<file path="src/rtl/edac_pkg.sv">
package edac_pkg;

  typedef enum logic [1:0] {
    SEL_WRITE   = 2'b00,
    SEL_DIAG    = 2'b01,
    SEL_READ    = 2'b10,
    SEL_CORRECT = 2'b11
  } sel_e;

  // smallest r with 2^r >= dw + r + 1
  function automatic int ham_bits(input int dw);
    int r;
    r = 1;
    while ((1 << r) < dw + r + 1) r++;
    return r;
  endfunction

endpackage

</file>
<file path="src/rtl/edac_code.sv">
module edac_code #(
  parameter int DATA_W = 32,
  parameter int HAM_W  = 6
) (
  input  logic [DATA_W-1:0] gen_data,
  output logic [HAM_W:0]    gen_word,
  input  logic [DATA_W-1:0] chk_data,
  input  logic [HAM_W:0]    chk_word,
  output logic [HAM_W:0]    syndrome,
  output logic [DATA_W-1:0] fixed,
  output logic              err,
  output logic              multi
);

  // column of each data bit: successive non-powers of two from 3
  function automatic logic [DATA_W-1:0][HAM_W-1:0] build_cols();
    int v;
    v = 3;
    for (int i = 0; i < DATA_W; i++) begin
      while ((v & (v - 1)) == 0) v++;
      build_cols[i] = v[HAM_W-1:0];
      v++;
    end
  endfunction

  localparam logic [DATA_W-1:0][HAM_W-1:0] COLS = build_cols();

  function automatic logic [HAM_W:0] encode(input logic [DATA_W-1:0] d);
    logic [HAM_W-1:0] lo;
    lo = '0;
    for (int j = 0; j < HAM_W; j++)
      for (int i = 0; i < DATA_W; i++)
        lo[j] = lo[j] ^ (d[i] & COLS[i][j]);
    return {(^d) ^ (^lo), lo};
  endfunction

  logic [HAM_W:0]    recode;
  logic [HAM_W-1:0]  syn_lo;
  logic [DATA_W-1:0] hit;
  logic              lone;
  logic              single_ok;

  assign gen_word = encode(gen_data);
  assign recode   = encode(chk_data);
  assign syndrome = {(^chk_data) ^ (^chk_word), recode[HAM_W-1:0] ^ chk_word[HAM_W-1:0]};
  assign syn_lo   = syndrome[HAM_W-1:0];

  for (genvar i = 0; i < DATA_W; i++) begin : g_hit
    assign hit[i] = syndrome[HAM_W] && (syn_lo == COLS[i]);
  end

  // zero or one bit set in the low field: a check bit was hit
  assign lone      = (syn_lo & (syn_lo - 1'b1)) == '0;
  assign single_ok = syndrome[HAM_W] && ((|hit) || lone);
  assign err       = |syndrome;
  assign multi     = err && !single_ok;
  assign fixed     = chk_data ^ hit;

endmodule

</file>
<file path="src/rtl/edac_seq.sv">
module edac_seq
  import edac_pkg::*;
(
  input  logic clk,
  input  logic rst_n,
  input  sel_e sel,
  input  logic strobe,
  output logic data_follow,
  output logic chk_follow,
  output logic out_load,
  output logic gen_mode,
  output logic syn_mode
);

  logic strobe_q;

  always_ff @(posedge clk or negedge rst_n) begin
    if (!rst_n) strobe_q <= 1'b0;
    else        strobe_q <= strobe;
  end

  assign out_load    = strobe && !strobe_q;
  assign data_follow = (sel != SEL_CORRECT);
  assign chk_follow  = (sel == SEL_READ);
  assign gen_mode    = (sel == SEL_WRITE);
  assign syn_mode    = (sel == SEL_CORRECT);

endmodule

</file>
<file path="src/rtl/edac_latch_path.sv">
module edac_latch_path
  import edac_pkg::*;
#(
  parameter  int DATA_W = 32,
  localparam int HAM_W  = ham_bits(DATA_W),
  localparam int CHK_W  = HAM_W + 1,
  localparam int NBYTES = DATA_W / 8
) (
  input  logic              clk,
  input  logic              rst_n,
  input  logic [1:0]        sel,
  input  logic              out_strobe,
  input  logic [NBYTES-1:0] byte_dis,
  input  logic              chk_dis,
  input  logic [DATA_W-1:0] data_in,
  output logic [DATA_W-1:0] data_out,
  output logic [NBYTES-1:0] data_oe,
  input  logic [CHK_W-1:0]  chk_in,
  output logic [CHK_W-1:0]  chk_out,
  output logic              chk_oe,
  output logic              err_flag,
  output logic              multi_flag
);

  sel_e sel_m;
  assign sel_m = sel_e'(sel);

  // named control events
  logic data_follow, chk_follow, out_load, gen_mode, syn_mode;

  edac_seq i_seq (
    .clk        (clk),
    .rst_n      (rst_n),
    .sel        (sel_m),
    .strobe     (out_strobe),
    .data_follow(data_follow),
    .chk_follow (chk_follow),
    .out_load   (out_load),
    .gen_mode   (gen_mode),
    .syn_mode   (syn_mode)
  );

  logic [DATA_W-1:0] din_hold, dout_lat, din_eff, merged, fixed;
  logic [CHK_W-1:0]  cin_hold, cin_eff, gen_word, syndrome;
  logic              core_err, core_multi;

  assign din_eff = data_follow ? data_in : din_hold;
  assign cin_eff = chk_follow  ? chk_in  : cin_hold;

  for (genvar b = 0; b < NBYTES; b++) begin : g_byte
    assign merged[8*b +: 8] = byte_dis[b] ? data_in[8*b +: 8] : dout_lat[8*b +: 8];
    assign data_oe[b]       = !byte_dis[b];
  end

  edac_code #(.DATA_W(DATA_W), .HAM_W(HAM_W)) i_code (
    .gen_data(merged),
    .gen_word(gen_word),
    .chk_data(din_eff),
    .chk_word(cin_eff),
    .syndrome(syndrome),
    .fixed   (fixed),
    .err     (core_err),
    .multi   (core_multi)
  );

  always_ff @(posedge clk or negedge rst_n) begin
    if (!rst_n) begin
      din_hold <= '0;
      cin_hold <= '0;
      dout_lat <= '0;
    end else begin
      if (data_follow) din_hold <= data_in;
      if (chk_follow)  cin_hold <= chk_in;
      if (out_load)    dout_lat <= fixed;
    end
  end

  always_comb begin
    if (gen_mode)      chk_out = gen_word;
    else if (syn_mode) chk_out = syndrome;
    else               chk_out = cin_eff;
  end

  assign data_out   = dout_lat;
  assign chk_oe     = !chk_dis;
  assign err_flag   = core_err && !gen_mode;
  assign multi_flag = core_multi && !gen_mode;

  assert_out_hold_R6: assert property (@(posedge clk) disable iff (!rst_n)
    !out_load |=> $stable(dout_lat));

  assert_correct_hold_R3: assert property (@(posedge clk) disable iff (!rst_n)
    (sel_m == SEL_CORRECT) |=> ($stable(din_hold) && $stable(cin_hold)));

  assert_diag_chk_hold_R9: assert property (@(posedge clk) disable iff (!rst_n)
    (sel_m == SEL_DIAG) |=> $stable(cin_hold));

  assert_write_quiet_R1: assert property (@(posedge clk) disable iff (!rst_n)
    (sel_m == SEL_WRITE) |-> (!err_flag && !multi_flag));

  assert_multi_has_err_R5: assert property (@(posedge clk) disable iff (!rst_n)
    multi_flag |-> err_flag);

  assert_fix_one_bit_R4: assert property (@(posedge clk) disable iff (!rst_n)
    (err_flag && !multi_flag) |-> ($countones(fixed ^ din_eff) <= 1));

endmodule

</file>
<file path="config.mk">
export PLATFORM = sky130hd
export DESIGN_NAME = edac_latch_path
export DESIGN_NICKNAME = d
export VERILOG_FILES = /design/src/rtl/edac_pkg.sv /design/src/rtl/edac_code.sv /design/src/rtl/edac_seq.sv /design/src/rtl/edac_latch_path.sv
export SDC_FILE = /design/constraint.sdc
export NUM_CORES = 1
export LEC_CHECK = 0
export BUFFER_PORTS_ARGS = -buffer_cell sky130_fd_sc_hd__buf_4
export CAP_MARGIN = 40
export CORE_MARGIN = 2
export CORE_UTILIZATION = 43
export DETAILED_ROUTE_END_ITERATION = 8
export GPL_TIMING_DRIVEN = 0
export HOLD_SLACK_MARGIN = 0.08
export PLACE_DENSITY = 0.74
export SYNTH_ARGS = -nofsm -noshare
export SYNTH_HDL_FRONTEND = slang
export SYNTH_SLANG_ARGS = --single-unit
</file>
<file path="constraint.sdc">
create_clock -name clk -period 9.8 [get_ports clk]
set_input_delay 0.49 -clock clk [delete_from_list [all_inputs] [get_ports clk]]
set_output_delay 0.49 -clock clk [all_outputs]
set_load 0.02 [all_outputs]
</file>
### Word-level counts from Yosys, hierarchy flattened

Index checks and enable logic that the tools add are counted.

* register bits: 72
* input port bits: 49
* word-level logic and storage cells: 275

* add/sub/neg operators: 1
* eq/ne operators: 35
* multiplexer cells: 8
* bitwise operators: 173
* reductions and logical operators: 54

Operators by type and width (count)
* XOR 1 bit: 170
* == test 6 x 5 -> 1 bit (second input constant): 15
* parity 32 bit: 2
* == test 6 x 4 -> 1 bit (second input constant): 7
* logical AND 1 bit: 37
* == test 6 bit (second input constant): 6
* 2-to-1 mux 32 bit: 1
* 2-to-1 mux 8 bit: 4
* OR reduction 32 bit: 1
* XOR 32 bit: 1
* 2-to-1 mux 7 bit: 3
* == test 6 x 3 -> 1 bit (second input constant): 3
* zero test 1 bit: 8
* OR reduction 7 bit: 1
* parity 7 bit: 1
* AND 6 bit: 1
* == test 6 x 2 -> 1 bit (second input constant): 1
* zero test 6 bit: 1
* parity 6 bit: 1
* subtractor 6 x 1 -> 6 bit (second input constant): 1
* XOR 6 bit: 1
* == test 2 bit (second input constant): 2
* zero test 2 bit: 1
* != test 2 bit (second input constant): 1
* logical OR 1 bit: 1

### Logic depth before layout (Yosys ltp)

Gate-level depths: netlist (run 1).

* depth after elaboration: 28
* gate-level depth with buffers: 13

### By module

Synthesis (run 1) repeated with hierarchy kept, for this count alone.

* cells, all modules: 475
* area, all modules: 5601.6 sq um

By module, submodules not included
* edac_latch_path: instances 1, cells each 224, area each 3513.4 sq um, seq. area each 1776.7 sq um
* edac_code: instances 1, cells each 245, area each 2037.0 sq um, seq. area each 0.0 sq um
* edac_seq: instances 1, cells each 6, area each 51.3 sq um, seq. area each 25.0 sq um

### Worst setup path before layout (run 1)

OpenSTA, ideal clock, no wires.

* path type: input -> output
* from: input port sel[0]
* to: output port multi_flag
* arrival: 3475 ps
* data required time: 9310 ps
* path slack: 5835 ps
* cell stages on the path: 10
* buffers on the path: 3
* cells stage by stage: buf_2 nand2_2 buf_2 buf_2 mux2i_1 xor3_1 maj3_1 a221oi_1 nand4_1 a211oi_1

* longest elaborated chain between the ends: 28
* elaborated cells on any way between the ends: 168
* classes of those cells: add/sub (1); eq/ne (34); mux (2); bitwise (87); reduce/logical (44)

RTL lines
* start, declared: RTL line edac_latch_path.sv:11 `input logic [1:0] sel,`
* != test 2 bit: RTL line edac_seq.sv:23 `assign data_follow = (sel != SEL_CORRECT);`
* 2-to-1 mux 32 bit
* XOR 1 bit (17 in series): RTL line edac_code.sv:33 `lo[j] = lo[j] ^ (d[i] & COLS[i][j]);`
* XOR 6 bit: RTL line edac_code.sv:45 `assign syndrome = {(^chk_data) ^ (^chk_word), recode[HAM_W-1:0] ^ chk_word[HAM_W-1:0]};`
* subtractor 6 x 1 -> 6 bit (tied with other cells): RTL line edac_code.sv:53 `assign lone = (syn_lo & (syn_lo - 1'b1)) == '0;`
* AND 6 bit or logical AND 1 bit (tied branches): RTL line edac_code.sv:53, edac_code.sv:49
* zero test 6 bit or OR reduction 32 bit (tied branches): RTL line edac_code.sv:53, edac_code.sv:54
* logical OR 1 bit: RTL line edac_code.sv:54 `assign single_ok = syndrome[HAM_W] && ((|hit) || lone);`
* logical AND 1 bit: RTL line edac_code.sv:54
* zero test 1 bit: RTL line edac_code.sv:56 `assign multi = err && !single_ok;`
* logical AND 1 bit: RTL line edac_code.sv:56
* logical AND 1 bit *: RTL line edac_latch_path.sv:87 `assign multi_flag = core_multi && !gen_mode;`
* end, declared: RTL line edac_latch_path.sv:22 `output logic multi_flag`

Every way passes the cells marked *; elsewhere a longest branch is shown, timed or not.

### Worst setup path in the final report (run 1)

Ends and elaborated chain as after synthesis.

==> qor.csv, run 1 <==
metric,value,unit
p_per_area,324,nW/um^2
synth_top_area_cell,dfrtp_1,
overflow,0,
critPathRequiredTime,9.31,ns
syn_inst,613,
cts_sinks,72,
totalWireLength,18700,um
antenna_cells,0,
yosysTopAreaCellShare,29.5,%
placed_area,7040,um^2
root_buffer,clkbuf_16,
status,"finished, final reports clean",
regToRegEndpoint,data_out[22]$_DFFE_PN0P_,
place_inst,884,
pre_cts_ws,5.04,ns
drt_iter0_markers,410,
fin_cells,901,
synth_edf_count,0,
syn_area_per_cell,9.97,um^2
synthArstFlopShare,100,%
nets,765,
die_area,15200,um^2
cts_tree,built,
nFillCells,1269,
ys_top_cells_by_area,"dfrtp_1 (29%), xnor2_1 (20%), xor2_1 (8.5%)",
max_freq,207,MHz
first_global_vias,5071,
core-area,13900,um^2
grt_pass1_wl,28800,um
design_area,7400,um^2
yosys_warnings,0,
p_leak,3.18,nW
io_buffers,90,
cts_max_level,3,
synthFlopType,dfrtp_1,
rows,43,
cts_setup_buffers,0,
cts.reportedPaths.clkPinSlew,0.06,ns
final_layout_size_suffix_gt1_share,23.6,%
final_util,53.3,%
mappedNetlistNets,662,
finalCritPeriodShare,49.4,%
drcViolationCount,0,
place_hpwl,14700,um
slew_headroom,44.7,%
die_w,123,um
viasPerCell,5.57,
vdd.ir_drop.worst,0.000147,V
clkLatencyLatePin,0.35,ns
worstSetupStartpoint,sel[0],
ioPinCount,95,
path_max_fanout,10,
ys_ff_latch,72,
critPathLaunchType,input port,
maxCapViolations,0,
fin_crit,4.84,ns
dr.pass1.iters,5,
start_util,44.0,%
fp.dieH,123,um
post_drt_wl_per_cell,20.7,um
r2r_slack,5.80,ns
setup_viol,0,
syn_area,6110,um^2
syn_to_final_growth,21.1,%
hp-class,input port to flop,
numCtsBuffers,9,
antenna_found_initial,0,
cp-endpoint,multi_flag,
tightest_slew,0.823,ns
crit_path_end_kind,output pin,
grt_max_degree,48,
setup_ws,4.96,ns
reg2reg_from,din_hold[8]$_DFF_PN0_,
reg2regPathDepth,10,
hold_viol,0,
place.gp.congestion,0.942,
arrival,4.35,ns
slew_viol_final,0,
rsz0062_at_grt,no,
grt_usage,25.8,%
ctsLongestPathBuffers,2,
ant_nets,0,
finClkSkew,0.00846,ns
worstSetupPathType,input port to output pin,
yosys.cell_types.count,48,
yosysSeqAreaShare,29.5,%
vias,5018,
final.setup.tns,0,ns
-- power breakdown --
group | switching [mW] | internal [mW]
Clock | 0.137 | 0.256
Combinational | 0.913 | 0.697
Sequential | 0.0510 | 0.340
Total | 1.10 | 1.29
-- critical path, stage by stage --
cell,delay [ns]
buf_4,0.11
buf_2,0.19
nand2_2,0.32
buf_2,0.40
buf_2,0.35
mux2i_1,0.40
xor3_1,0.54
nor2_1,0.55
nand3_1,0.36
a41o_1,0.29
nand4_1,0.08
a211oi_1,0.09
buf_4,0.16
-- synth_stat cells, types with 2 or more instances --
library cell,instances
xnor2_1,141
dfrtp_1,72
nand2_1,59
xor2_1,59
mux2i_1,42
mux2_2,34
o21ai_0,32
nor2_1,23
clkbuf_1,14
o21ai_1,13
a21oi_1,11
inv_1,11
xnor3_1,11
mux4_2,8
nor3_1,8
buf_2,7
nand2b_1,7
and3_1,5
nor3_2,5
buf_1,4
o31ai_1,4
nand3_1,3
nand4_1,3
nor2b_1,3
o221ai_1,3
or3_1,3
a211oi_1,2
and3b_1,2
maj3_1,2
mux2i_2,2
or2_1,2
xor3_1,2
-- layout by cell type (no fill, tap or decap), types with 13 or more instances in the layout --
master	n
xnor2_1	141
nor2_1	23
dfrtp_1	72
buf_4	90
o21ai_1	13
o21ai_0	32
xor2_1	59
clkbuf_1	14
nand2_1	59
mux2_2	34
mux2i_1	42
-- sequential cells by signal, indices dropped and copies added, names as in the netlist --
signal          cells
cin_hold            7
data_out           32
din_hold           32
i_seq.strobe_q      1
-- layer usage --
| layer | part of all wire [%] | up-vias | global-route usage (%) |
|---|---|---|---|
| met3 | 6.7 | 35 | 3.27 |
| met2 | 47 | 203 | 40.5 |
| li1 | - | 2276 | - |
| met4 | 3.4 | 0 | 11.6 |
| met5 | 0 | - | 0 |
| met1 | 43 | 2504 | 35.6 |
-- worst min-delay path by stage --
stage                                  startpoint                  endpoint  slack, ns  depth (start not counted)
after floorplan                             rst_n     cin_hold[0]$_DFF_PN0_       0.19                          0
after global placement    data_out[5]$_DFFE_PN0P_   data_out[5]$_DFFE_PN0P_       0.50                          2
after detailed placement                    rst_n  data_out[11]$_DFFE_PN0P_       0.44                          1
after CTS                              out_strobe  i_seq.strobe_q$_DFF_PN0_       0.25                          1
after global routing                   out_strobe  i_seq.strobe_q$_DFF_PN0_       0.25                          1
final                                  out_strobe  i_seq.strobe_q$_DFF_PN0_       0.25                          1
-- per-stage QoR --
stage	hold slack, ns	total power [mW]
floorplan	0.194	1.54
global placement	0.498	1.97
detailed placement	0.445	1.98
CTS	0.246	2.39
global route	0.251	2.53
finish	0.251	2.39
-- repair_timing --
action	CTS	global route
gates resized for setup	0	0
hold buffers	1	0
hold endpoints to repair	20	0
-- kinds of logic (layout without fill, tap and decap cells) --
logic type | count (synthesis) | after routing | synth area share, %
buffers and inverters | 38 | 146 | 2.60
AOI/OAI and AO/OA | 71 | 71 | 6.59
xor gates and xnor gates | 215 | 215 | 34.2
adders and majority gates | 2 | 2 | 0.328
DFF | 72 | 72 | 29.5
and+or+nand+nor | 129 | 129 | 10.3
muxes | 86 | 86 | 16.5
-- layout make-up --
| class | instances | area (um^2) | area share [%] |
|---|---|---|---|
| buffer | 26 | 114 | 1.54 |
| clock buffer | 10 | 239 | 3.23 |
| clock inverter | 6 | 114 | 1.54 |
| inverter | 12 | 45.0 | 0.609 |
| multi-input combinational | 503 | 4150 | 56.1 |
| sequential | 72 | 1800 | 24.3 |
| tap | 180 | 225 | 3.04 |
| timing repair buffer | 92 | 713 | 9.63 |
Note: power is estimated with default switching activity, not from simulation.
==> inputs of run 2 (changes only) <==
Settings changed: ABC_AREA set to 1, PLACE_DENSITY 0.74 to 0.76.
Clock period 9.8 ns to 4.4 ns, I/O delays scaled along.
==> run 2 against run 1 <==
Effect of this change: sequential power grew 110%; global-route usage grew 4.9 points; non-clock buffer count grew 8; sequential share of layout area shrank 3.0 points; combinational power grew 49%; register-to-register slack lost 4.3 ns; synthesized cell count grew 94%; setup slack lost 4.2 ns; via count grew 56%; count of clock-buffer cells in the layout is the same; critical path depth grew 11; critical endpoint unchanged.
==> qor.csv, run 2 <==
metric,value,unit
status,"finished, final reports clean",
synthArstFlopShare,100,%
fp.dieH,133,um
yosys.cell_types.count,34,
power.switching,1.97,mW
design_area,8460,um^2
cts_setup_buffers,0,
critPathLaunchType,input port,
final_layout_size_suffix_gt1_share,14.4,%
nFillCells,1735,
first_global_vias,7169,
drt_iter0_markers,726,
maxCapViolations,0,
p_per_area,482,nW/um^2
synth_top_area_cell,nand2_1,
clkPwrFrac,21.3,%
netSwitchingFraction,48.3,%
synth_edf_count,0,
cts.repair.resized,0,
setup_viol,0,
placed_area,8090,um^2
final_cell_mix,"nand2_1 (545), inv_1 (121), nand3_1 (113)",
hp-class,input port to flop,
ant_nets,0,
post_drt_wl_per_cell,17.8,um
intPower,2.11,mW
synthTopCellsByCount,"nand2_1 (545), inv_1 (121), nand3_1 (113)",
hold_depth,3,
numCtsBuffers,9,
vias,7843,
synthFlopType,dfrtp_1,
reg2regPathDepth,15,
power.share.sequential,19.7,%
max_freq,271,MHz
die_area,17600,um^2
totalWireLength,27000,um
place.gp.congestion,0.996,
syn_area_per_cell,5.99,um^2
arrival,3.47,ns
final.setup.tns,0,ns
crit_path_end_kind,output pin,
mappedNetlistNets,1237,
grt_max_degree,39,
multiInputGateArea,4570,um^2
nets,1342,
yosys_warnings,0,
antenna_found_initial,1,
root_buffer,clkbuf_16,
place_hpwl,22300,um
slew_viol_final,0,
register_area,1800,um^2
hold_viol,0,
drcViolationCount,0,
overflow,0,
cts_tree,built,
rows,47,
ys_ff_latch,72,
viasPerCell,5.17,
core-area,16300,um^2
vdd.ir_drop.worst,0.000397,V
path_max_fanout,10,
finClkSkew,0.00846,ns
syn_inst,1188,
start_util,43.5,%
clkLatencyLatePin,0.35,ns
die_w,133,um
cts_max_level,3,
slew_headroom,44.6,%
pwr-share-comb,58.9,%
place_inst,1500,
final_common_cell,nand2_1,
syn_to_final_growth,18.9,%
grt_pass1_wl,40700,um
p_leak,4.84,nW
fin_cells,1518,
syn_area,7110,um^2
antenna_cells,0,
rsz0062_at_grt,no,
io_buffers,91,
yosysMostFrequentCell,nand2_1,
yosysTopAreaCellShare,28.8,%
cts_sinks,72,
ctsLongestPathBuffers,2,
grt_usage,30.7,%
cts.reportedPaths.clkPinSlew,0.06,ns
finalCritPeriodShare,83.8,%
dr.pass1.iters,5,
yosysSeqAreaShare,25.3,%
worstSetupPathType,input port to output pin,
ys_top_cells_by_area,"nand2_1 (29%), dfrtp_1 (25%), xor2_1 (9.6%)",
fin_crit,3.69,ns
critPathRequiredTime,4.18,ns
cts_hold_buf,2,
ioPinCount,95,
tightest_slew,0.822,ns
run 2: changes by cell type after synthesis, sizes merged, moves of 26 or more:
| cell | before | now |
|---|---|---|
| mux2 | 34 | 0 |
| inv | 11 | 138 |
| nor2 | 23 | 49 |
| nand3 | 3 | 118 |
| nand2 | 60 | 567 |
| xnor2 | 142 | 39 |
| mux2i | 44 | 1 |
run 2: cells by family (layout without fill, tap and decap cells):
group | Yosys count | after routing | synth area share (%)
AOI/OAI and AO/OA | 84 | 84 | 6.53
xor gates and xnor gates | 118 | 118 | 14.6
buffers and inverters | 172 | 282 | 10.4
muxes | 1 | 1 | 0.141
and+or+nand+nor | 741 | 741 | 42.9
DFF | 72 | 72 | 25.3
run 2: worst paths after layout:
path	startpoint	to	slack, ns
min	data_in[14]	din_hold[14]$_DFF_PN0_	0.14
max reg2reg	din_hold[10]$_DFF_PN0_	data_out[23]$_DFFE_PN0P_	1.46
min reg2reg	data_out[23]$_DFFE_PN0P_	data_out[23]$_DFFE_PN0P_	0.51
max in group asynchronous	rst_n	din_hold[23]$_DFF_PN0_	3.43
max	sel[0]	multi_flag	0.71
min in group asynchronous	rst_n	din_hold[7]$_DFF_PN0_	0.38
run 2: metrics by stage:
stage	total power [mW]	hold WS (ns)	setup slack, ns	utilization (%)
after global placement	3.15	0.339	0.787	49.4
after detailed placement	3.18	0.222	0.789	49.5
after global routing	4.35	0.153	0.444	51.7
final	4.08	0.139	0.713	51.7
after CTS	4.06	0.130	0.785	51.7
after floorplan	2.48	-0.0756	1.63	-
run 2: final cells by class:
class,instances,share of cell area (%)
multi-input combinational,944,54.0
clock inverter,6,1.38
inverter,140,6.21
buffer,32,2.56
tap,220,3.25
timing repair buffer,94,8.55
clock buffer,10,2.71
sequential,72,21.3
run 2: power by group through the flow:
stage	Combinational [mW]	Sequential [mW]	Clock, mW
after floorplan	1.61	0.862	0
after global placement	2.33	0.812	0
after detailed placement	2.37	0.815	0
after CTS	2.38	0.803	0.877
after global routing	2.64	0.814	0.898
final	2.40	0.805	0.871
run 2: routing by layer:
| layer | share of wire, % | vias to the layer above | global-route usage [%] |
|---|---|---|---|
| met5 | 0 | - | 0 |
| met4 | 3.4 | 0 | 11.6 |
| met3 | 7.6 | 56 | 4.25 |
| met2 | 47 | 317 | 51.4 |
| met1 | 42 | 3612 | 40.4 |
| li1 | - | 3858 | - |
run 2: worst max-delay path, cell delays in order:
cell and delay (ns):
buf_4 0.12, clkbuf_1 0.46, nand3_1 0.14, nand2_1 0.29, nand2_1 0.08, nand2_1 0.09, nand3_1 0.07, nand2_1 0.09
nor2_1 0.04, nor2_1 0.14, inv_1 0.05, nand2_1 0.06, nand2_1 0.10, nand2_1 0.21, nand2_2 0.15, buf_6 0.18
nand3_2 0.10, nand2_1 0.06, nor2_1 0.12, nand2_1 0.06, nor2_1 0.14, nand2_1 0.11, a21oi_2 0.19, buf_4 0.17
==> inputs of run 3 (changes only) <==
Clock period 4.4 ns to 3 ns, I/O delays scaled along.
==> run 3 against run 2 <==
Effect of this change: the run now ends with negative setup slack left; count of clock-buffer cells in the layout did not move; via count rose by 7.2%; highest routed layer unchanged; largest cell class unchanged; critical path type is now flop to output pin; combinational power rose by 85%.
==> qor.csv, run 3 (same netlist as run 2, synthesis figures left out) <==
metric,value,unit
hp-class,input port to flop,
pre_cts_ws,-0.471,ns
slew_viol_final,0,
power.share.sequential,17.2,%
arrival,3.07,ns
p_leak,5.46,nW
nets,1423,
r2r_slack,-0.08,ns
rsz0062_at_grt,yes,
critPathLaunchType,flop,
final_common_cell,nand2_1,
vdd.ir_drop.worst,0.000588,V
cts.reportedPaths.clkPinSlew,0.06,ns
drcViolationCount,0,
post_drt_wl_per_cell,18.5,um
cts_sinks,72,
grt_max_degree,39,
max_freq,311,MHz
core-area,16300,um^2
die_area,17600,um^2
power.switching,3.35,mW
dr.pass1.iters,5,
ioPinCount,95,
tightest_slew,0.680,ns
io_buffers,91,
numCtsBuffers,9,
syn_to_final_growth,41.0,%
critPathRequiredTime,2.85,ns
p_total,6.90,mW
final_layout_size_suffix_gt1_share,33.3,%
die_w,133,um
pwr-share-comb,64.2,%
reg2reg_from,din_hold[15]$_DFF_PN0_,
clkPwrFrac,18.6,%
rows,47,
p_per_area,688,nW/um^2
clkLatencyLatePin,0.35,ns
start_util,43.5,%
status,"finished, violations left",
slew_headroom,54.3,%
first_global_vias,7741,
grt_pass1_wl,42600,um
maxCapViolations,0,
grt_usage,32.0,%
hold_viol,0,
setup_ws,-0.220,ns
finClkSkew,0.0103,ns
nFillCells,1526,
cp-endpoint,multi_flag,
finalCritPeriodShare,107,%
setup_viol,3,
final_cell_mix,"nand2_1 (427), buf_4 (175), inv_1 (108)",
regToRegEndpoint,data_out[26]$_DFFE_PN0P_,
hold_ws,0.0954,ns
ant_nets,0,
place.gp.congestion,0.996,
intPower,3.55,mW
cts_max_level,3,
fin_crit,3.22,ns
netSwitchingFraction,48.6,%
path_max_fanout,8,
antenna_cells,0,
reg2regPathDepth,24,
place_hpwl,22300,um
crit_path_end_kind,output pin,
antenna_found_initial,0,
worstSetupPathType,flop to output pin,
fp.dieH,133,um
root_buffer,clkbuf_16,
drt_iter0_markers,780,
viasPerCell,5.26,
vias,8409,
worstSetupStartpoint,din_hold[31]$_DFF_PN0_,
ctsLongestPathBuffers,2,
cts_tree,built,
totalWireLength,29500,um
overflow,0,
violations,negative setup slack,
## run 3: cell count changes in the layout (fill, tap and decap cells not counted), moves of 10 or more
| cell | previous run | this run |
|---|---|---|
| nand2_1 | 545 | 427 |
| nand2_4 | 2 | 36 |
| inv_2 | 17 | 29 |
| xor2_1 | 78 | 64 |
| nand2_2 | 20 | 104 |
| nand3_1 | 113 | 100 |
| o21ai_2 | 3 | 13 |
| o21ai_0 | 39 | 23 |
| inv_1 | 121 | 108 |
| nand3_2 | 5 | 15 |
| buf_4 | 97 | 175 |
| xor2_2 | 1 | 12 |
## run 3: routing by layer
layer	track usage [%]	up-vias	wire length [um]
li1	-	4021	-
met1	40.6	3906	11700
met2	52.8	410	14200
met3	5.75	72	2430
met4	15.5	0	1150
met5	0	-	0
## run 3: per-stage QoR
step                      TNS (ns)  cell area, um^2  cells  util, %
final                       -0.359            10000   1599     61.3
after global routing        -0.937            10000   1599     61.3
after CTS                   -0.181             9330   1569     57.1
after detailed placement     -1.66             8090   1500     49.5
after global placement       -1.92             8070   1499     49.4
after floorplan                  0             7110   1188        -
## run 3: how the worst min path moves through the flow
stage | from | endpoint | slack, ns | depth (start not counted)
final | data_in[20] | din_hold[20]$_DFF_PN0_ | 0.1 | 3
after CTS | data_in[20] | din_hold[20]$_DFF_PN0_ | 0.09 | 3
after floorplan | rst_n | cin_hold[0]$_DFF_PN0_ | -0.15 | 0
after global placement | out_strobe | i_seq.strobe_q$_DFF_PN0_ | 0.27 | 1
after global routing | data_in[20] | din_hold[20]$_DFF_PN0_ | 0.10 | 3
after detailed placement | rst_n | din_hold[7]$_DFF_PN0_ | 0.15 | 1
## run 3: repair_timing
item                                   in CTS  in global routing
gates resized for setup                   138                133
hold buffers                                5                  0
setup buffers                              48                 30
setup endpoints to repair                   6                  8
pin swaps                                  55                 93
endpoints found under the hold margin      41                  0
## run 3: final cells by class
class | instances | area [um^2] | area share, %
multi-input combinational | 944 | 5490 | 54.7
tap | 220 | 275 | 2.74
timing repair buffer | 175 | 1340 | 13.4
buffer | 32 | 241 | 2.41
clock buffer | 10 | 229 | 2.28
clock inverter | 6 | 116 | 1.16
sequential | 72 | 1800 | 18.0
inverter | 140 | 533 | 5.32
## run 3: power by group through the flow
| stage | sequential, mW | combinational (mW) | clock (mW) |
|---|---|---|---|
| after CTS | 1.18 | 3.99 | 1.29 |
| after global routing | 1.20 | 4.77 | 1.32 |
| final | 1.19 | 4.43 | 1.28 |
| after floorplan | 1.26 | 2.37 | 0 |
| after detailed placement | 1.19 | 3.47 | 0 |
| after global placement | 1.19 | 3.42 | 0 |
## run 3: critical path: stages, from the launching register on
cell and delay, ns:
dfrtp_1 0.39, inv_1 0.09, nand3_2 0.07, nand2_2 0.13
nand2_2 0.08, nand2_2 0.10, nand2_2 0.05, nand2_2 0.09
nand2_2 0.08, nand2_2 0.07, nand2_2 0.05, nand2_1 0.06
nand2_1 0.06, nand2_2 0.12, inv_2 0.06, nand2_4 0.09
nand2_4 0.09, buf_12 0.16, nand3_4 0.09, nand2_4 0.06
nor2_4 0.10, nand2_1 0.06, nor2_2 0.14, nand2_2 0.08
a21oi_2 0.18, buf_4 0.17
